[config.mk]
export PLATFORM = sky130hd
export DESIGN_NAME = spd_ws_gen
export DESIGN_NICKNAME = d
export VERILOG_FILES = /design/src/rtl/spd_ws_pkg.sv /design/src/rtl/spd_port_regs.sv /design/src/rtl/spd_ws_table.sv /design/src/rtl/spd_ws_counter.sv /design/src/rtl/spd_ws_gen.sv
export SDC_FILE = /design/constraint.sdc
export NUM_CORES = 1
export LEC_CHECK = 0
export ABC_CLOCK_PERIOD_IN_PS = 1750
export BUFFER_PORTS_ARGS = -buffer_cell sky130_fd_sc_hd__buf_2
export CAP_MARGIN = 20
export CORE_MARGIN = 2
export CORE_UTILIZATION = 35
export CTS_CLUSTER_SIZE = 24
export DETAILED_ROUTE_END_ITERATION = 7
export MAX_ROUTING_LAYER = met4
export PLACE_DENSITY = 0.69
export RECOVER_POWER = 100
export SLEW_MARGIN = 0
export SYNTH_ARGS = -nofsm -noshare
export SYNTH_HDL_FRONTEND = slang
export SYNTH_HIERARCHICAL = 1
export SYNTH_SLANG_ARGS = --single-unit
[constraint.sdc]
create_clock -name clk -period 1.75 [get_ports clk]
set_clock_uncertainty 0.2 [all_clocks]
set_input_delay 0.0875 -clock clk [delete_from_list [all_inputs] [get_ports clk]]
set_output_delay 0.0875 -clock clk [all_outputs]
set_load 0.01 [all_outputs]
[src/rtl/spd_ws_pkg.sv]
package spd_ws_pkg;

    typedef enum logic {
        WS_IDLE = 1'b0,
        WS_WAIT = 1'b1
    } ws_state_e;

    function automatic int max4(input int a, input int b, input int c, input int d);
        int m;
        m = a;
        if (b > m) m = b;
        if (c > m) m = c;
        if (d > m) m = d;
        return m;
    endfunction

endpackage

[src/rtl/spd_port_regs.sv]
module spd_port_regs #(
    parameter int ADDR_W   = 16,
    parameter int DATA_W   = 8,
    parameter int PORT_A   = 'h670,
    parameter int PORT_B   = 'h674,
    parameter int A_BIT    = 0,
    parameter int B_BIT    = 7
) (
    input  logic              clk,
    input  logic              rst_n,
    input  logic              io_wr,
    input  logic [ADDR_W-1:0] io_addr,
    input  logic [DATA_W-1:0] io_wdata,
    output logic [DATA_W-1:0] io_rdata,
    output logic [DATA_W-1:0] reg_a,
    output logic [DATA_W-1:0] reg_b,
    output logic [1:0]        code
);

    localparam logic [ADDR_W-1:0] ADDR_A = ADDR_W'(PORT_A);
    localparam logic [ADDR_W-1:0] ADDR_B = ADDR_W'(PORT_B);

    typedef struct packed {
        logic [DATA_W-1:0] a;
        logic [DATA_W-1:0] b;
    } regs_t;

    regs_t regs_d, regs_q;
    logic  sel_a, sel_b;

    always_comb begin
        sel_a  = (io_addr == ADDR_A);
        sel_b  = (io_addr == ADDR_B);
        regs_d = regs_q;
        if (io_wr && sel_a) regs_d.a = io_wdata;
        if (io_wr && sel_b) regs_d.b = io_wdata;
    end

    always_ff @(posedge clk or negedge rst_n) begin
        if (!rst_n) regs_q <= '0;
        else        regs_q <= regs_d;
    end

    always_comb begin
        if (sel_a)      io_rdata = regs_q.a;
        else if (sel_b) io_rdata = regs_q.b;
        else            io_rdata = '0;
    end

    assign reg_a = regs_q.a;
    assign reg_b = regs_q.b;
    assign code  = {regs_q.a[A_BIT], regs_q.b[B_BIT]};

endmodule

[src/rtl/spd_ws_table.sv]
module spd_ws_table #(
    parameter int CNT_W  = 7,
    parameter int WAIT_0 = 94,
    parameter int WAIT_1 = 47,
    parameter int WAIT_2 = 24,
    parameter int WAIT_3 = 0
) (
    input  logic [1:0]       code,
    output logic [CNT_W-1:0] wsel
);

    localparam int NCODE = 4;

    logic [CNT_W-1:0] tbl [NCODE];

    for (genvar g = 0; g < NCODE; g++) begin : g_entry
        localparam int VAL = (g == 0) ? WAIT_0 :
                             (g == 1) ? WAIT_1 :
                             (g == 2) ? WAIT_2 : WAIT_3;
        assign tbl[g] = CNT_W'(VAL);
    end

    assign wsel = tbl[code];

endmodule

[src/rtl/spd_ws_counter.sv]
module spd_ws_counter
    import spd_ws_pkg::*;
#(
    parameter int CNT_W = 7
) (
    input  logic             clk,
    input  logic             rst_n,
    input  logic             cyc_req,
    input  logic [CNT_W-1:0] wsel,
    output logic             rdy,
    output logic             busy
);

    localparam logic [CNT_W-1:0] ONE = CNT_W'(1);

    typedef struct packed {
        ws_state_e        state;
        logic [CNT_W-1:0] remain;
    } ctr_t;

    ctr_t ctr_d, ctr_q;
    logic last;
    logic zero_hit;

    always_comb begin
        ctr_d    = ctr_q;
        last     = (ctr_q.state == WS_WAIT) && (ctr_q.remain == ONE);
        zero_hit = (ctr_q.state == WS_IDLE) && cyc_req && (wsel == '0);
        rdy      = last || zero_hit;
        case (ctr_q.state)
            WS_IDLE: begin
                if (cyc_req && (wsel != '0)) begin
                    ctr_d.state  = WS_WAIT;
                    ctr_d.remain = wsel;
                end
            end
            default: begin
                ctr_d.remain = ctr_q.remain - ONE;
                if (last) ctr_d.state = WS_IDLE;
            end
        endcase
    end

    always_ff @(posedge clk or negedge rst_n) begin
        if (!rst_n) ctr_q <= '{state: WS_IDLE, remain: '0};
        else        ctr_q <= ctr_d;
    end

    assign busy = (ctr_q.state == WS_WAIT);

endmodule

[src/rtl/spd_ws_gen.sv]
module spd_ws_gen #(
    parameter int ADDR_W = 16,
    parameter int DATA_W = 8,
    parameter int PORT_A = 'h670,
    parameter int PORT_B = 'h674,
    parameter int A_BIT  = 0,
    parameter int B_BIT  = 7,
    parameter int WAIT_0 = 94,
    parameter int WAIT_1 = 47,
    parameter int WAIT_2 = 24,
    parameter int WAIT_3 = 0
) (
    input  logic              clk,
    input  logic              rst_n,
    input  logic              io_wr,
    input  logic [ADDR_W-1:0] io_addr,
    input  logic [DATA_W-1:0] io_wdata,
    output logic [DATA_W-1:0] io_rdata,
    input  logic              cyc_req,
    output logic              rdy
);

    localparam int MAX_WAIT = spd_ws_pkg::max4(WAIT_0, WAIT_1, WAIT_2, WAIT_3);
    localparam int CNT_W    = (MAX_WAIT < 2) ? 1 : $clog2(MAX_WAIT + 1);

    logic [DATA_W-1:0] reg_a, reg_b;
    logic [1:0]        code;
    logic [CNT_W-1:0]  wsel;
    logic              busy;

    spd_port_regs #(
        .ADDR_W(ADDR_W), .DATA_W(DATA_W),
        .PORT_A(PORT_A), .PORT_B(PORT_B),
        .A_BIT(A_BIT),   .B_BIT(B_BIT)
    ) u_regs (
        .clk(clk), .rst_n(rst_n),
        .io_wr(io_wr), .io_addr(io_addr), .io_wdata(io_wdata),
        .io_rdata(io_rdata),
        .reg_a(reg_a), .reg_b(reg_b), .code(code)
    );

    spd_ws_table #(
        .CNT_W(CNT_W),
        .WAIT_0(WAIT_0), .WAIT_1(WAIT_1), .WAIT_2(WAIT_2), .WAIT_3(WAIT_3)
    ) u_table (
        .code(code),
        .wsel(wsel)
    );

    spd_ws_counter #(
        .CNT_W(CNT_W)
    ) u_ctr (
        .clk(clk), .rst_n(rst_n),
        .cyc_req(cyc_req), .wsel(wsel),
        .rdy(rdy), .busy(busy)
    );

endmodule

=== Word level (Yosys, flattened, before mapping) ===
Cells that the tools add are included.

* Register bits after elaboration: 24
* Bits in latches: 0
* RAM bits: 0
* Bits in read-only memories: 0
* Input port bits: 28
* Output and inout port bits: 9
* Word-level logic and storage cells: 29
* Memories: 0

* Add/subtract/negate cells: 1
* Multipliers: 0
* Div/mod/pow operators: 0
* Order comparisons: 1
* Equality and inequality tests: 3
* Shift operators: 0
* Multiplexer cells: 8
* Bitwise gates (word level): 2
* Reduce and logical (&&, ||, !) cells: 10

{| class="wikitable"
|+ Operator list
! cell !! number
|-
| $eq A16 B11 Y1 const B || 2
|-
| $mux W8 || 4
|-
| $bmux W7 S2 || 1
|-
| $mux W7 || 2
|-
| $eq A7 B1 Y1 const B || 1
|-
| $logic_not A7 Y1 || 1
|-
| $reduce_bool A7 Y1 || 1
|-
| $sub A7 B1 Y7 const B || 1
|-
| $logic_and A1 B1 Y1 || 6
|-
| $ge A3 B3 Y1 const B || 1
|-
| $not A2 Y3 || 1
|-
| $reduce_bool A2 Y1 || 1
|-
| $logic_or A1 B1 Y1 || 1
|-
| $mux W1 || 1
|-
| $not A1 Y1 || 1
|}

=== Longest topological paths before layout ===
Gate-level depths: netlist of the first run.

* Word-level depth: 8
* Mapped depth: 6
* Mapped depth without buffers: 6

=== By module ===
Netlist of the first run, hierarchy kept.

{| class="wikitable"
|+ By module, submodules not included
! module !! times used !! cells an instance !! area an instance (µm²)
|-
| spd_port_regs || 1 || 54 || 778.2
|-
| spd_ws_counter || 1 || 51 || 510.5
|-
| spd_ws_table || 1 || 7 || 36.3
|}

=== Worst setup path before layout of the first run ===
No wires, ideal clock.

* Path type: flip-flop to flip-flop
* Start point: reg u_regs.regs_q[7], in the netlist u_regs/reg_b[7]
* End point: reg u_ctr/ctr_q[1] in the netlist's numbering
* Library setup time: 137 ps
* Data arrival time: 1359 ps
* Data required time: 1413 ps
* Path slack: 54 ps
* Cell stages (with the launch flop): 7
* Path buffers: 1
* Period minus slack after synthesis: 1696 ps
* Cell sequence: dfrtp_1 nor2b_1 buf_4 nor4_4 a21bo_4 a221oi_1 a21oi_1

* Word-level cells in the longest chain between the ends: 7

{| class="wikitable"
|+ Ends and longest elaborated chain
! item !! RTL line !! RTL
|-
| start, declared || spd_port_regs.sv:28 || <nowiki>regs_t regs_d, regs_q;</nowiki>
|-
| start signal, assigned || spd_port_regs.sv:41 || <nowiki>else regs_q <= regs_d;</nowiki>
|-
| $not A2 Y3 (implied by the code) || spd_ws_table.sv:23 || <nowiki>assign wsel = tbl[code];</nowiki>
|-
| $bmux W7 S2 || spd_ws_table.sv:23 ||
|-
| $mux W7 (implied by the code) (2 in a row) || spd_ws_table.sv:23 ||
|-
| named net wsel[0] || spd_ws_gen.sv:28 || <nowiki>logic [CNT_W-1:0] wsel;</nowiki>
|-
| $reduce_bool A7 Y1 || spd_ws_counter.sv:32 || <nowiki>if (cyc_req && (wsel != '0)) begin</nowiki>
|-
| $logic_and A1 B1 Y1 || spd_ws_counter.sv:32 ||
|-
| $reduce_bool A2 Y1 (no line) || - ||
|-
| end signal, assigned || spd_ws_counter.sv:45 || <nowiki>if (!rst_n) ctr_q <= '{state: WS_IDLE, remain: '0};</nowiki>
|-
| end signal, assigned || spd_ws_counter.sv:46 || <nowiki>else ctr_q <= ctr_d;</nowiki>
|-
| end, declared || spd_ws_counter.sv:21 || <nowiki>ctr_t ctr_d, ctr_q;</nowiki>
|}

The timed path passes the listed nets, and every way through them passes these cells. The select of a mux whose other input is x is not followed.
A chain may end at the register's enable or synchronous reset.

=== Worst setup path in the final report of the first run ===
* Start point: reg u_ctr/ctr_q[1] in the netlist's numbering
* End point: out rdy

* Word-level cells in the longest chain between the ends: 3

{| class="wikitable"
|+ Ends and longest elaborated chain
! item !! RTL line !! RTL
|-
| $eq A7 B1 Y1 || spd_ws_counter.sv:27 || <nowiki>last = (ctr_q.state == WS_WAIT) && (ctr_q.remain == ONE);</nowiki>
|-
| $logic_and A1 B1 Y1 || spd_ws_counter.sv:27 ||
|-
| $logic_or A1 B1 Y1 || spd_ws_counter.sv:29 || <nowiki>rdy = last || zero_hit;</nowiki>
|-
| end, declared || spd_ws_gen.sv:20 || <nowiki>output logic rdy</nowiki>
|}

No other way between the ends.

==> results_dict.tcl, run 1 <==
set metrics [dict create \
    wl_met3_um 118 \
    floorplan.die.width_um 65.18 \
    tritoncts "yes" \
    min-delay-start "cyc_req" \
    worst_setup_hold_path_clk_slew_ns 0.08 \
    fp-row-count 22 \
    routabilityCongestion 0.9082 \
    timing.final.max_slew_violations 0 \
    power_density_nw_per_um2 573.0 \
    maxClockFrequency_mhz 550.1 \
    wirelength_um 3082 \
    layout.cells.non_filler 216 \
    grt_start_max_net_pins 25 \
    unrepaired_setup_endpoints_after_global_routing "true" \
    holdPathStages 3 \
    drt_first_iter_violations 37 \
    per_cell_routed_wire_length_um 14.27 \
    dieArea_um2 4248 \
    io_pins 37 \
    drt_first_pass_iters 4 \
    path_max_fanout 2 \
    cp-end-kind "primary output" \
    core_area_um2 3633 \
    initial_antenna_violation_count 0 \
    syn_nets 140 \
    topRoutingLayerUsed "met4" \
    crit-reg2reg-launch "u_regs/reg_a[0]" \
    h-tree-depth 1 \
    drt-met1-wl_um 1269 \
    antennaDiodeCount 0 \
    worstReg2RegEnd "u_ctr/ctr_q[1]" \
    cp_data_arrival_time_ns 1.53 \
    final_common_cell "sky130_fd_sc_hd__buf_2" \
    route.detailed.vias_per_inst 5.227 \
    fin_crit_sh 1.039 \
    clock-root-buffer "sky130_fd_sc_hd__clkbuf_8" \
    grt_pass1_wl_um 4974 \
    die_h_um 65.18 \
    worst_skew_pair.late_latency_ns 0.26 \
    finish.net_count 200 \
    multiInputGateArea_um2 695.7 \
    flow.area_growth_from_synthesis_pct 36.10 \
    hold-path-endpoint "u_ctr/ctr_q[0]" \
    status "finished with violations" \
    grt_pass1_vias 1146 \
    fin_worst_hold_slack_ns 0.01101 \
    crit_type "reg -> out" \
    crit_path_start_kind "flop" \
    most_used_cells_in_the_layout_excluding_fill_and_tap_cells "sky130_fd_sc_hd__buf_2, sky130_fd_sc_hd__dfrtp_1, sky130_fd_sc_hd__mux2_2, sky130_fd_sc_hd__clkbuf_2, sky130_fd_sc_hd__buf_4" \
    min_path_type "in -> reg" \
    synthesis.area_per_instance_um2 11.91 \
    max_cap_violations 0 \
    final-hold-violation-count 0 \
    share_of_layout_cells_above_drive_strength_1 0.4940 \
    yosysWarnings 6 \
    failed_checks "setup timing" \
    cp.required_ns 1.46 \
    worst_ir_drop_vdd_mv 0.3142 \
    power.static_leakage_nw 0.8446 \
    post_route_setup_slack_ns -0.06771 \
    cts.sinks 24 \
    ff2ff_path_depth 6 \
    worst-r2r-setup-slack_ns -0.05 \
    met2RoutedLength_um 1655 \
    numPortBuffers 36 \
    number_of_fill_cells_in_the_layout 348 \
    num_vias 1129 \
    synth_cells 110 \
    ant_nets 0 \
    grt-ovfl-total 0 \
    numPlacedInstances 201 \
    detailedPlacementHpwl_um 2255 \
    synthesis.area_um2 1310 \
    cts-root-to-sink-buffers 2 \
    max_slew_margin 0.6010 \
    ff_latch_area_um2 600.6 \
    drcViolationCount 0 \
    timing.final.crit_period_ns 1.818 \
    cts_inserted_buffers 3 \
    setup_viol 4 \
    track_usage 0.1538 \
    tightest_slew_ns 0.5985 \
    initial_utilization 0.3605 \
]
[what timing repair did]
| item | 4_1_cts | 5_1_grt |
|---|---|---|
| endpoints found under the hold margin | 40 | 0 |
| pin swaps | 3 | 2 |
| cloned | 0 | 0 |
| setup endpoints to repair | 7 | 6 |
| hold buffers | 9 | 0 |
| setup buffers | 2 | 1 |
| resized for setup | 6 | 4 |
[report_power, final]
part           switching (mW)  total (mW)  internal [mW]
Clock                   0.160       0.314          0.153
Sequential             0.0150       0.581          0.566
Combinational          0.0576       0.127         0.0698
Total                   0.233        1.02          0.789
[cell type report]
| class | instances | area share |
|---|---|---|
| multi-input combinational | 76 | 0.3902 |
| inverter | 7 | 0.01474 |
| tap | 48 | 0.03368 |
| clock buffer | 3 | 0.02316 |
| timing repair buffer | 58 | 0.2014 |
| sequential | 24 | 0.3368 |
[worst max-delay path, cell delays in order, from the launching register on]
cell	delay [ns]
sky130_fd_sc_hd__dfrtp_1	0.41
sky130_fd_sc_hd__inv_2	0.09
sky130_fd_sc_hd__ha_1	0.14
sky130_fd_sc_hd__nor4b_1	0.24
sky130_fd_sc_hd__nand2_1	0.12
sky130_fd_sc_hd__o21ai_1	0.13
sky130_fd_sc_hd__buf_2	0.14
[how the worst max path moves through the flow]
| stage | start | end | slack [ns] |
|---|---|---|---|
| 2_1_floorplan | u_regs/reg_b[7] | u_ctr/ctr_q[1] | 0.07 |
| 3_3_place_gp | io_addr[8] | u_regs/reg_a[0] | 0.01 |
| 3_5_place_dp | u_regs/reg_a[0] | u_ctr/ctr_q[3] | -0.07 |
| 4_1_cts | u_regs/reg_a[0] | rdy | -0.08 |
| 5_1_grt | u_regs/reg_a[0] | u_ctr/ctr_q[2] | -0.16 |
| 6_report | u_ctr/ctr_q[1] | rdy | -0.07 |
[flip-flops by register name, indices dropped and copies added (netlist names)]
| register | flops |
|---|---|
| u_ctr/busy | 1 |
| u_regs/reg_b | 8 |
| u_regs/reg_a | 8 |
| u_ctr/ctr_q | 7 |
[layer usage]
metal	vias to the layer above	track usage
met5	-	-
met4	0	0.05208
met3	4	0.01541
met2	32	0.2844
met1	565	0.1729
li1	528	-
[metrics by stage]
stage                TNS, ns  worst slack [ns]  power, mW  cell area [um^2]    util
floorplan                  0           0.07277     0.6335              1310       -
global placement           0           0.01238     0.6911              1619  0.4456
detailed placement   -0.3470          -0.06608     0.6979              1619  0.4456
CTS                 -0.08280          -0.08280      1.032              1788  0.4921
global route         -0.7724           -0.1633      1.066              1783  0.4907
finish               -0.2015          -0.06771      1.022              1783  0.4907
(Power assumes the default switching activity.)
==> inputs of run 2 (changes only) <==
--- a/config.mk
+++ b/config.mk
@@ -5,7 +5,7 @@
 export SDC_FILE = /design/constraint.sdc
 export NUM_CORES = 1
 export LEC_CHECK = 0
-export ABC_CLOCK_PERIOD_IN_PS = 1750
+export ABC_CLOCK_PERIOD_IN_PS = 2300
 export BUFFER_PORTS_ARGS = -buffer_cell sky130_fd_sc_hd__buf_2
 export CAP_MARGIN = 20
 export CORE_MARGIN = 2
@@ -13,7 +13,7 @@
 export CTS_CLUSTER_SIZE = 24
 export DETAILED_ROUTE_END_ITERATION = 7
 export MAX_ROUTING_LAYER = met4
-export PLACE_DENSITY = 0.69
+export PLACE_DENSITY = 0.67
 export RECOVER_POWER = 100
 export SLEW_MARGIN = 0
 export SYNTH_ARGS = -nofsm -noshare
==> constraint.sdc (replaced) <==
create_clock -name clk -period 2.3 [get_ports clk]
set_clock_uncertainty 0.2 [all_clocks]
set_input_delay 0.115 -clock clk [delete_from_list [all_inputs] [get_ports clk]]
set_output_delay 0.115 -clock clk [all_outputs]
set_load 0.01 [all_outputs]
==> run 2 against run 1 <==
The flow now finishes without violations; final area decreased by 7.9%; largest cell class unchanged; highest routed layer unchanged; die area is the same; first-iteration DRC count is 5.4% lower.
==> results_dict.tcl, run 2 (synthesis gave the netlist of run 1 again) <==
set metrics [dict create \
    detailedPlacementHpwl_um 2100 \
    cts_inserted_buffers 3 \
    routabilityCongestion 0.8742 \
    hold-path-endpoint "u_ctr/ctr_q[0]" \
    max_slew_margin 0.1665 \
    crit_type "in -> out" \
    ant_nets 0 \
    flow.area_growth_from_synthesis_pct 25.31 \
    finish.net_count 188 \
    floorplan.die.width_um 65.18 \
    cts-root-to-sink-buffers 2 \
    worst_setup_hold_path_clk_slew_ns 0.08 \
    timing.final.max_slew_violations 0 \
    clock-root-buffer "sky130_fd_sc_hd__clkbuf_8" \
    final-hold-violation-count 0 \
    maxClockFrequency_mhz 503.7 \
    met2RoutedLength_um 1547 \
    antennaDiodeCount 0 \
    grt-ovfl-total 0 \
    number_of_fill_cells_in_the_layout 362 \
    tightest_slew_ns 1.250 \
    drt-met1-wl_um 1207 \
    core_area_um2 3633 \
    topRoutingLayerUsed "met4" \
    setup_tns_ns 0 \
    cp_data_arrival_time_ns 1.67 \
    holdPathStages 3 \
    dieArea_um2 4248 \
    cts-resized-gates 0 \
    io_pins 37 \
    drt_first_pass_iters 4 \
    grt_pass1_vias 1063 \
    fin_crit_sh 0.8632 \
    most_used_cells_in_the_layout_excluding_fill_and_tap_cells "sky130_fd_sc_hd__buf_2, sky130_fd_sc_hd__dfrtp_1, sky130_fd_sc_hd__mux2_2, sky130_fd_sc_hd__clkbuf_1, sky130_fd_sc_hd__dlygate4sd3_1" \
    path_max_fanout 8 \
    share_of_layout_cells_above_drive_strength_1 0.3567 \
    status "finished, final reports clean" \
    worst_ir_drop_vdd_mv 0.1424 \
    grt_start_max_net_pins 25 \
    die_h_um 65.18 \
    max_cap_violations 0 \
    timing.final.crit_period_ns 1.985 \
    crit-reg2reg-launch "u_regs/reg_b[7]" \
    h-tree-depth 1 \
    initial_antenna_violation_count 0 \
    cp-end-kind "primary output" \
    wirelength_um 2896 \
    numPortBuffers 36 \
    post_route_setup_slack_ns 0.3147 \
    place_ws_ns 0.3474 \
    initial_utilization 0.3605 \
    min-delay-start "cyc_req" \
    worst-r2r-setup-slack_ns 0.36 \
    grt_pass1_wl_um 4892 \
    drcViolationCount 0 \
    crit_path_start_kind "primary input" \
    unrepaired_setup_endpoints_after_global_routing "false" \
    power.static_leakage_nw 0.7445 \
    num_vias 1013 \
    cp.required_ns 1.99 \
    setup_viol 0 \
    wl_met3_um 98 \
    track_usage 0.1516 \
    tritoncts "yes" \
    worst_skew_pair.late_latency_ns 0.26 \
    power_density_nw_per_um2 490.7 \
    drt_first_iter_violations 35 \
    route.detailed.vias_per_inst 4.941 \
    min_path_type "in -> reg" \
    finalPower_mw 0.8055 \
    ff2ff_path_depth 5 \
    worstReg2RegEnd "u_ctr/ctr_q[1]" \
    final_common_cell "sky130_fd_sc_hd__buf_2" \
    cts.sinks 24 \
    per_cell_routed_wire_length_um 14.13 \
    fp-row-count 22 \
]
[run 2: changes by cell type in the layout (fill, tap and decap cells not counted), moves of 2 or more]
cell	change
sky130_fd_sc_hd__clkbuf_2	-11
sky130_fd_sc_hd__buf_4	-9
sky130_fd_sc_hd__clkbuf_1	+9
sky130_fd_sc_hd__nor3_4	-2
[run 2: critical path: stages]
cell and delay, ns:
sky130_fd_sc_hd__buf_2 0.10, sky130_fd_sc_hd__nor4b_1 0.41, sky130_fd_sc_hd__nand4_1 0.17, sky130_fd_sc_hd__nor2_1 0.47
sky130_fd_sc_hd__a22o_1 0.24, sky130_fd_sc_hd__clkbuf_1 0.16
[run 2: what timing repair did]
item | 4_1_cts | 5_1_grt
endpoints found under the hold margin | 40 | 0
buffers inserted | 0 | 0
hold buffers | 9 | 0
[run 2: layout make-up]
type,count,area (um^2),area share
inverters,7,26.28,0.01601
clock buffers,4,55.05,0.03354
repair buffers,46,265.3,0.1616
well taps,48,60.06,0.03659
flip-flops and latches,24,600.6,0.3659
multi-input cells,76,634.4,0.3864
[run 2: worst max-delay path by stage]
stage,start,slack (ns),to
floorplan,u_regs/reg_b[7],0.62,u_ctr/ctr_q[1]
global placement,u_regs/reg_b[7],0.44,u_ctr/ctr_q[3]
detailed placement,io_addr[8],0.35,u_regs/reg_a[4]
CTS,u_ctr/ctr_q[1],0.33,rdy
global route,io_addr[8],0.11,io_rdata[6]
finish,io_addr[8],0.31,io_rdata[6]
[run 2: through the flow]
stage               instances  cell area, um^2  hold slack (ns)    util
floorplan                 110             1310          -0.3806       -
global placement          192             1539         -0.08904  0.4236
detailed placement        192             1539         -0.08726  0.4236
CTS                       205             1684          0.01027  0.4635
global route              205             1642          0.05611  0.4518
finish                    205             1642          0.02065  0.4518
[run 2: power by group]
group | total, mW | internal (mW) | switching, mW
clock | 0.278 | 0.153 | 0.125
combinational | 0.0853 | 0.0467 | 0.0386
sequential | 0.442 | 0.430 | 0.0118
[run 2: per-layer routing]
| metal | track usage | up-vias |
|---|---|---|
| li1 | - | 504 |
| met1 | 0.1775 | 482 |
| met2 | 0.2742 | 23 |
| met3 | 0.01541 | 4 |
| met4 | 0.04688 | 0 |
| met5 | - | - |
==> inputs of run 3 (changes only) <==
--- a/config.mk
+++ b/config.mk
@@ -5,7 +5,7 @@
 export SDC_FILE = /design/constraint.sdc
 export NUM_CORES = 1
 export LEC_CHECK = 0
-export ABC_CLOCK_PERIOD_IN_PS = 2300
+export ABC_CLOCK_PERIOD_IN_PS = 1960
 export BUFFER_PORTS_ARGS = -buffer_cell sky130_fd_sc_hd__buf_2
 export CAP_MARGIN = 20
 export CORE_MARGIN = 2
==> constraint.sdc (replaced) <==
create_clock -name clk -period 1.96 [get_ports clk]
set_clock_uncertainty 0.2 [all_clocks]
set_input_delay 0.098 -clock clk [delete_from_list [all_inputs] [get_ports clk]]
set_output_delay 0.098 -clock clk [all_outputs]
set_load 0.01 [all_outputs]
==> run 3 against run 2 <==
Sequential share of layout area is 0.80 points lower; die area unchanged; clock-buffer cell count decreased by 1; total power grew 29%; largest cell class unchanged; via count grew 4.6%; register-to-register slack got worse by 0.20 ns; first-iteration DRC count fell by 43%; clock power grew 51%; combinational power grew 16%.
==> results_dict.tcl, run 3 (synthesis gave the netlist of run 1 again) <==
set metrics [dict create \
    min_path_type "in -> reg" \
    initial_antenna_violation_count 0 \
    cts.sinks 24 \
    die_h_um 65.18 \
    share_of_layout_cells_above_drive_strength_1 0.3827 \
    worst_skew_pair.late_latency_ns 0.26 \
    tritoncts "yes" \
    cp.required_ns 1.66 \
    wirelength_um 2840 \
    antennaDiodeCount 0 \
    floorplan.die.width_um 65.18 \
    flow.area_growth_from_synthesis_pct 28.37 \
    unrepaired_setup_endpoints_after_global_routing "false" \
    core_area_um2 3633 \
    clock-root-buffer "sky130_fd_sc_hd__clkbuf_8" \
    status "finished, final reports clean" \
    cp-end-kind "primary output" \
    drt_first_iter_violations 20 \
    timing.final.crit_period_ns 1.862 \
    worst_setup_hold_path_clk_slew_ns 0.08 \
    numPlacedInstances 196 \
    track_usage 0.1503 \
    worst_ir_drop_vdd_mv 0.3446 \
    cp_data_arrival_time_ns 1.56 \
    ant_nets 0 \
    final-hold-violation-count 0 \
    max_cap_violations 0 \
    cts-root-to-sink-buffers 2 \
    grt_start_max_net_pins 25 \
    per_cell_routed_wire_length_um 13.52 \
    setup_viol 0 \
    io_pins 37 \
    tightest_slew_ns 1.251 \
    initial_utilization 0.3605 \
    route.detailed.vias_per_inst 5.048 \
    max_slew_margin 0.1659 \
    crit_type "reg -> out" \
    grt_pass1_wl_um 4809 \
    drcViolationCount 0 \
    fin_area_um2 1682 \
    cts_inserted_buffers 3 \
    crit_path_start_kind "flop" \
    power_density_nw_per_um2 617.2 \
    place_area_um2 1569 \
    detailedPlacementHpwl_um 2125 \
    num_vias 1060 \
    grt-ovfl-total 0 \
    layout.cells.non_filler 210 \
    setup_tns_ns 0 \
    finish.net_count 193 \
    h-tree-depth 1 \
    drt_first_pass_iters 4 \
    dieArea_um2 4248 \
    final_common_cell "sky130_fd_sc_hd__buf_2" \
    routabilityCongestion 0.8786 \
    fin_crit_sh 0.9502 \
    grt_pass1_vias 1103 \
    maxClockFrequency_mhz 536.9 \
    path_max_fanout 4 \
    power.static_leakage_nw 0.7814 \
    timing.final.max_slew_violations 0 \
    fp-row-count 22 \
    layout.core_utilization 0.4628 \
    most_used_cells_in_the_layout_excluding_fill_and_tap_cells "sky130_fd_sc_hd__buf_2, sky130_fd_sc_hd__dfrtp_1, sky130_fd_sc_hd__mux2_2, sky130_fd_sc_hd__clkbuf_1, sky130_fd_sc_hd__dlygate4sd3_1" \
    numPortBuffers 36 \
]
[run 3: through the flow]
stage | hold slack [ns] | setup WS [ns] | power [mW]
after floorplan | -0.3976 | 0.2828 | 0.5656
after global placement | -0.1043 | 0.1301 | 0.6136
after detailed placement | -0.09649 | 0.05734 | 0.6196
after CTS | 0.01939 | 0.04775 | 1.063
after global routing | 0.04806 | 0.009140 | 1.090
final | 0.02115 | 0.09757 | 1.038
[run 3: final cells by class]
cell class,count,area (um^2)
flip-flops and latches,24,601.8
fillers,362,1952
repair buffers,51,297.8
inverters,7,26.28
multi-input cells,76,624.3
clock buffers,3,41.29
clock inverters,1,30.03
well taps,48,60.06
[run 3: final timing paths]
check / start / to / slack [ns] / cells past startpoint
max: u_regs/reg_b[7] / rdy / 0.1 / 6
min: cyc_req / u_ctr/ctr_q[1] / 0.02 / 3
max reg2reg: u_ctr/ctr_q[1] / u_ctr/ctr_q[6] / 0.16 / 6
min reg2reg: u_regs/reg_b[1] / u_regs/reg_b[1] / 0.31 / 1
max in group asynchronous: rst_n / u_regs/reg_a[0] / 0.31 / 2
min in group asynchronous: rst_n / u_regs/reg_b[1] / 0.42 / 2
[run 3: per-layer routing]
metal | global-route usage | share of wire | wire length (um)
met3 | 0.01712 | 0.029 | 83
met4 | 0.05469 | 0.0095 | 27
met1 | 0.1615 | 0.43 | 1214
met5 | - | 0 | 0
met2 | 0.2832 | 0.53 | 1515
[run 3: critical path: stages, from the launching register on]
cell                      delay [ns]
sky130_fd_sc_hd__dfrtp_1        0.38
sky130_fd_sc_hd__nor2b_1        0.15
sky130_fd_sc_hd__buf_4          0.15
sky130_fd_sc_hd__nor4_1         0.26
sky130_fd_sc_hd__nand3_1        0.14
sky130_fd_sc_hd__o21ai_0        0.08
sky130_fd_sc_hd__buf_2          0.15
[run 3: report_power, final]
| group | switching, mW | total (mW) | internal, mW |
|---|---|---|---|
| Combinational | 0.0452 | 0.0987 | 0.0536 |
| Sequential | 0.0134 | 0.518 | 0.505 |
| Clock | 0.148 | 0.421 | 0.273 |
| Total | 0.207 | 1.04 | 0.831 |
[run 3: what timing repair did]
item                       in CTS  in global routing
buffers inserted                1                  0
hold endpoints to repair       40                  0
gates resized for setup         0                  2
setup endpoints to repair       1                  1
hold buffers                    9                  0
pin swaps                       0                  2
